### src/rtl/perf_counter_unit.sv
module perf_counter_unit #(
  parameter int CW  = 32,
  parameter int IW  = 3,
  parameter int WDW = 64,
  parameter int AW  = 4
) (
  input  logic           clk,
  input  logic           rst,
  input  logic [IW-1:0]  ins_cnt,
  input  logic           run_latch,
  input  logic           reg_wr,
  input  logic [AW-1:0]  reg_addr,
  input  logic [WDW-1:0] reg_wdata,
  output logic [31:0]    reg_rdata,
  output logic           pmi_irq
);
  localparam int RW = 32;
  localparam int NC = 6;
  localparam logic [CW-1:0] BOUND = {1'b1, {(CW-1){1'b0}}};
  localparam int FA = 0, F14 = 1, F56 = 2, FRZ = 3, AEN = 4, ASEEN = 5, OE1 = 6, OEJ = 7;
  localparam logic [7:0] EV_INS = 8'h02, EV_CYC = 8'h1E, EV_RUN = 8'hFA;

  logic [RW-1:0] ctl, evsel, aux;
  logic [CW-1:0] cnt [NC];
  logic [CW-1:0] nxt [NC];
  logic [NC-1:0] use_ins, use_cyc, hit;
  logic          irq_q;

  wire unused_hi = ^reg_wdata[WDW-1:RW];
  wire grp14 = !ctl[FA] && !ctl[F14] && (evsel != '0);
  wire grp56 = !ctl[FA] && !ctl[F56];
  wire alert = |hit;
  wire raise = alert && ctl[AEN];
  wire ctl_wr = reg_wr && reg_addr == AW'(0);
  wire cfg_wr = reg_wr && (reg_addr == AW'(1) || reg_addr == AW'(2));

  always_comb begin
    use_ins = '0;
    use_cyc = '0;
    for (int i = 0; i < 4; i++) begin
      use_ins[i] = grp14 && evsel[31-8*i -: 8] == EV_INS;
      use_cyc[i] = grp14 && evsel[31-8*i -: 8] == EV_CYC;
    end
    use_ins[3] = use_ins[3] || (grp14 && run_latch && evsel[7:0] == EV_RUN);
    use_ins[4] = grp56;
    use_cyc[5] = grp56;
  end

  for (genvar k = 0; k < NC; k++) begin : g_cnt
    logic [CW:0] sum;
    wire oe = (k == 0) ? ctl[OE1] : ctl[OEJ];
    assign sum = {1'b0, cnt[k]} + (use_ins[k] ? (CW+1)'(ins_cnt) : (CW+1)'(use_cyc[k]));
    assign hit[k] = (use_ins[k] || use_cyc[k]) && oe && (sum[CW] || sum[CW-1]);
    assign nxt[k] = hit[k] ? BOUND : sum[CW-1:0];

    always_ff @(posedge clk) begin
      if (rst) cnt[k] <= '0;
      else if (reg_wr && reg_addr == AW'(3 + k)) cnt[k] <= reg_wdata[CW-1:0];
      else if (use_ins[k] || use_cyc[k]) cnt[k] <= nxt[k];
    end
  end

  always_ff @(posedge clk) begin
    if (rst) begin
      ctl   <= '0;
      evsel <= '0;
      aux   <= '0;
      irq_q <= 1'b0;
    end else begin
      if (ctl_wr) ctl <= reg_wdata[RW-1:0];
      else if (alert) begin
        if (ctl[FRZ]) ctl[FA] <= 1'b1;
        if (ctl[AEN]) begin
          ctl[AEN]   <= 1'b0;
          ctl[ASEEN] <= 1'b1;
        end
      end
      if (reg_wr && reg_addr == AW'(1)) evsel <= reg_wdata[RW-1:0];
      if (reg_wr && reg_addr == AW'(2)) aux <= reg_wdata[RW-1:0];
      if (ctl_wr) irq_q <= reg_wdata[ASEEN];
      else        irq_q <= (cfg_wr ? ctl[ASEEN] : irq_q) || raise;
    end
  end

  assign pmi_irq = irq_q;

  always_comb begin
    reg_rdata = '0;
    case (reg_addr)
      AW'(0): reg_rdata = ctl;
      AW'(1): reg_rdata = evsel;
      AW'(2): reg_rdata = aux;
      default:
        for (int k = 0; k < NC; k++)
          if (reg_addr == AW'(3 + k)) reg_rdata = RW'(cnt[k]);
    endcase
  end


  freeze_all_chk: assert property (@(posedge clk) disable iff (rst)
    (ctl[FA] && !reg_wr) |=> ($stable(cnt[0]) && $stable(cnt[1]) && $stable(cnt[2]) &&
                              $stable(cnt[3]) && $stable(cnt[4]) && $stable(cnt[5])));

  clamp_chk: assert property (@(posedge clk) disable iff (rst)
    (use_ins[4] && ctl[OEJ] && !(reg_wr && reg_addr == AW'(7))) |=> (cnt[4] <= BOUND));

  alert_pend_chk: assert property (@(posedge clk) disable iff (rst)
    (raise && !reg_wr) |=> (ctl[ASEEN] && !ctl[AEN] && pmi_irq));

  freeze_on_alert_chk: assert property (@(posedge clk) disable iff (rst)
    (alert && ctl[FRZ] && !reg_wr) |=> ctl[FA]);

  irq_wr_chk: assert property (@(posedge clk) disable iff (rst)
    ctl_wr |=> (pmi_irq == $past(reg_wdata[ASEEN])));
endmodule

### config.mk
export PLATFORM = sky130hd
export DESIGN_NAME = perf_counter_unit
export DESIGN_NICKNAME = d
export VERILOG_FILES = /design/src/rtl/perf_counter_unit.sv
export SDC_FILE = /design/constraint.sdc
export NUM_CORES = 1
export LEC_CHECK = 0
export BUFFER_PORTS_ARGS = -buffer_cell sky130_fd_sc_hd__buf_2
export CELL_PAD_IN_SITES_DETAIL_PLACEMENT = 1
export CELL_PAD_IN_SITES_GLOBAL_PLACEMENT = 1
export CORE_MARGIN = 10
export CORE_UTILIZATION = 43
export DETAILED_ROUTE_END_ITERATION = 8
export PLACE_DENSITY_LB_ADDON = 0.1
export REMOVE_ABC_BUFFERS = 1
export SYNTH_ARGS = -nofsm -noshare
export SYNTH_HDL_FRONTEND = slang
export SYNTH_SLANG_ARGS = --single-unit
export TNS_END_PERCENT = 100
### constraint.sdc
create_clock -name clk -period 3.56 [get_ports clk]
set_input_delay 0 -clock clk [delete_from_list [all_inputs] [get_ports clk]]
set_output_delay 0 -clock clk [all_outputs]
set_load 0.03 [all_outputs]
==> flow_summary_export.csv <==
group,metric,value,unit
clocking,clk_pin_slew,0.06,ns
routing,wire_per_inst,27.7,um
routing,vias,17700,
timing,worst_slack,-0.213,ns
critical_path,critPathLaunchType,"register",
synthesis,seq_area_frac_synth,43.3,%
timing,rsz0062_at_grt,"true",
synthesis,synth_area_per_cell,8.63,um2
routing,dr.pass1.iters,9,
power,p_per_area,384,nW/um2
critical_path,end_kind,"register",
floorplan,dieArea,49900,um2
timing,min_period,3.77,ns
global_routing,grt_pass1_vias,18000,
floorplan,initial_core_util,43.6,%
placed_design,port-buffer-count,75,
power,irDropWorstVdd,309,uV
clocking,clk_latency,0.57,ns
cells_and_area,synthToLayoutAreaGrowth,25.5,%
synthesis,ys_ff_latch,289,
synthesis,ys.flop_type,"edfxtp_1",
min_path,holdCritPathClass,"primary input to register",
cells_and_area,multi_input_area,10300,um2
clocking,tritoncts,"yes",
routing,drc_errors,0,
outcome,outcome,"finished with violations",
timing,report.final.slew_viol_count,0,
critical_path,crit_type,"register to register",
timing,max_slew_margin,18.4,%
cells_and_area,finalNetCount,2337,
clocking,clk_path_buf_depth,3,
critical_path,slowest_delay,0.38,ns
clocking,cts_num_sinks,289,
routing,drt_iter0_drc,1705,
synthesis,synthCells,2061,
synthesis,ys_warn_count,0,
timing,skew,0.0221,ns
routing,viasPerCell,6.31,
global_routing,antenna_found_initial,1,
cells_and_area,diodes,0,
placed_design,dpl.hpwl,53100,um
timing,max_freq,265,MHz
timing,setup_viol_count_final,122,
min_path,whs_path_depth,5,
cells_and_area,layout.area.seq,7710,um2
power,finalPower,8.57,mW
routing,wl,77400,um
floorplan,core-area,40800,um2
floorplan,io_pins,108,
clocking,cts_max_level,2,
run,cap_violations,0,
synthesis,yosys.cell_types.count,79,
global_routing,grt_max_degree,51,
critical_path,critPathMaxFanout,8,
synthesis,synth_edf_count,192,
critical_path,cp_slowest_cell,"a2111oi_4",
floorplan,die_x,223,um
global_routing,grt_usage,29.1,%
placed_design,place.gp.congestion,0.916,
floorplan,dieHeight,223,um
cells_and_area,drive_above_1_share,25.0,%
clocking,cts_inserted_buffers,36,
critical_path,crit_top_cell,"buf_4",
critical_path,arrival,4.09,ns
routing,ant_nets,0,
synthesis,async_reset_ff_share,0,%
clocking,clock_tree.root_cell,"clkbuf_16",
critical_path,r2r_cells,17,
floorplan,rows,74,
synthesis,syn_area,17800,um2
timing,hold_ws,0.208,ns
critical_path,path_cells,"nor4_4 > buf_4 > nand4_1 > nor2_2 > a41oi_2 > nand2_2 > buf_6 > nor2_4 > ha_4 > a21o_1 > nor4b_4 > and4b_1 > a2111oi_4 > buf_4 > or3b_4 > buf_12 > o21ai_2",
timing,tightest_slew,1.21,ns
outcome,violations,"setup timing",
timing,hold_viol,0,
global_routing,grt_pass1_wl,112000,um
timing,min_period_over_period,106,%
power,power.leakage,8.09,nW
global_routing,grt_overflow,0,
cells_and_area,fillers,4672,
critical_path,critPathRequiredTime,3.88,ns
==> per-stage QoR <==
| step | instances | cell area, um2 | worst slack (ns) | utilization [%] | TNS, ns |
|---|---|---|---|---|---|
| after floorplan | 1912 | 17200 | -0.375 | - | -22.87 |
| after global placement | 2664 | 19400 | -0.156 | 47.6 | -7.19 |
| after detailed placement | 2664 | 19400 | -0.236 | 47.6 | -17.77 |
| after CTS | 2782 | 21400 | -0.146 | 52.5 | -4.26 |
| after global routing | 2800 | 22300 | -0.367 | 54.7 | -29.97 |
| final | 2800 | 22300 | -0.213 | 54.7 | -12.68 |
==> worst max-delay path: cells and delay by family (launching register included) <==
| family | cells | cell delay, ns |
|---|---|---|
| compound gates | 4 | 0.76 |
| fa+ha+maj | 1 | 0.29 |
| buf+inv | 4 | 0.63 |
| flops | 1 | 0.36 |
| simple gates | 8 | 1.47 |
==> placed cells by master (no fill, tap or decap), types with 7 or more instances in the layout <==
cell and n:
nand2_1 501, mux2_2 31, a22oi_2 10, clkinv_2 9, o21ai_1 21, buf_6 12
and3_1 26, dfxtp_1 93, a21oi_1 123, o22ai_1 32, edfxtp_1 192, nor3_2 9
nand3_1 77, nor3_1 25, a221oi_1 28, and2_1 10, buf_12 9, ha_1 11
a22oi_1 39, a21oi_2 8, a21o_1 8, xnor2_1 76, clkbuf_1 10, clkbuf_16 45
o21ai_0 39, dlygate4sd3_1 35, inv_1 18, nor2_2 20, and4_1 27, a222oi_1 31
nor2_1 82, nand4_1 47, buf_4 148, o21ai_2 100, buf_2 74, xor2_1 101
nor2_4 7
==> state kept, by name, indices dropped and copies added, names as in the netlist <==
name / flops
cnt: 192
aux: 32
evsel: 32
pmi_irq: 1
ctl: 32
==> cells by family (layout without fill, tap and decap cells) <==
group | count (synthesis) | after routing | share of synthesized area, %
fa+ha+maj | 22 | 22 | 1.76
flops | 289 | 289 | 43.3
buf+inv | 168 | 375 | 3.88
xor+xnor | 178 | 178 | 8.76
simple gates | 895 | 895 | 23.3
compound gates | 475 | 475 | 16.8
mux | 34 | 34 | 2.13
==> where the power goes <==
part / switching, mW / internal [mW]
combinational: 0.670 / 0.334
sequential: 0.198 / 3.72
clock: 1.57 / 2.07
==> worst paths after layout <==
| path | startpoint | to | slack [ns] |
|---|---|---|---|
| setup / recovery | evsel[23] | cnt[1][17] | -0.21 |
| hold / removal | reg_addr[1] | ctl[17] | 0.21 |
| setup reg to reg | evsel[23] | cnt[1][17] | -0.21 |
| hold reg to reg | aux[0] | aux[0] | 0.45 |
==> per-layer routing <==
layer	wire length (um)	GRT usage, %
met4	3120	11.6
met2	37700	48.6
met3	5850	4.79
met5	0	0
met1	30700	36.6
==> area by class of cell <==
type / instances / share of cell area (%)
multi-input cells: 1604 / 46.2
flip-flops and latches: 289 / 34.6
repair buffers: 290 / 10.9
clock buffers: 54 / 4.76
well taps: 532 / 2.98
inverters: 19 / 0.319
clock inverters: 12 / 0.297
==> synth_stat cells (11+ instances only) <==
library cell | n | share of area [%]
a21oi_1 | 132 | 3.7
a221oi_1 | 28 | 1.4
a222oi_1 | 31 | 1.7
a22oi_1 | 39 | 1.6
and3_1 | 27 | 0.95
and4_1 | 27 | 1.3
buf_4 | 11 | 0.46
clkbuf_1 | 125 | 2.6
dfxtp_1 | 97 | 11
edfxtp_1 | 192 | 32
ha_1 | 17 | 1.2
inv_1 | 18 | 0.38
mux2_2 | 31 | 2.0
nand2_1 | 503 | 11
nand3_1 | 81 | 2.3
nand4_1 | 47 | 1.7
nor2_1 | 99 | 2.1
nor3_1 | 34 | 0.96
o21ai_0 | 148 | 4.2
o21ai_1 | 18 | 0.51
o22ai_1 | 32 | 1.1
xnor2_1 | 76 | 3.7
xor2_1 | 102 | 5.0
==> repair_timing <==
item	4_1_cts	5_1_grt
endpoints found under the setup margin	140	181
resized for setup	112	222
hold buffers	35	0
cloned	3	8
pin swaps	13	108
buffers inserted	14	13
hold endpoints to repair	254	0
Note: power is estimated with default switching activity, not from simulation.
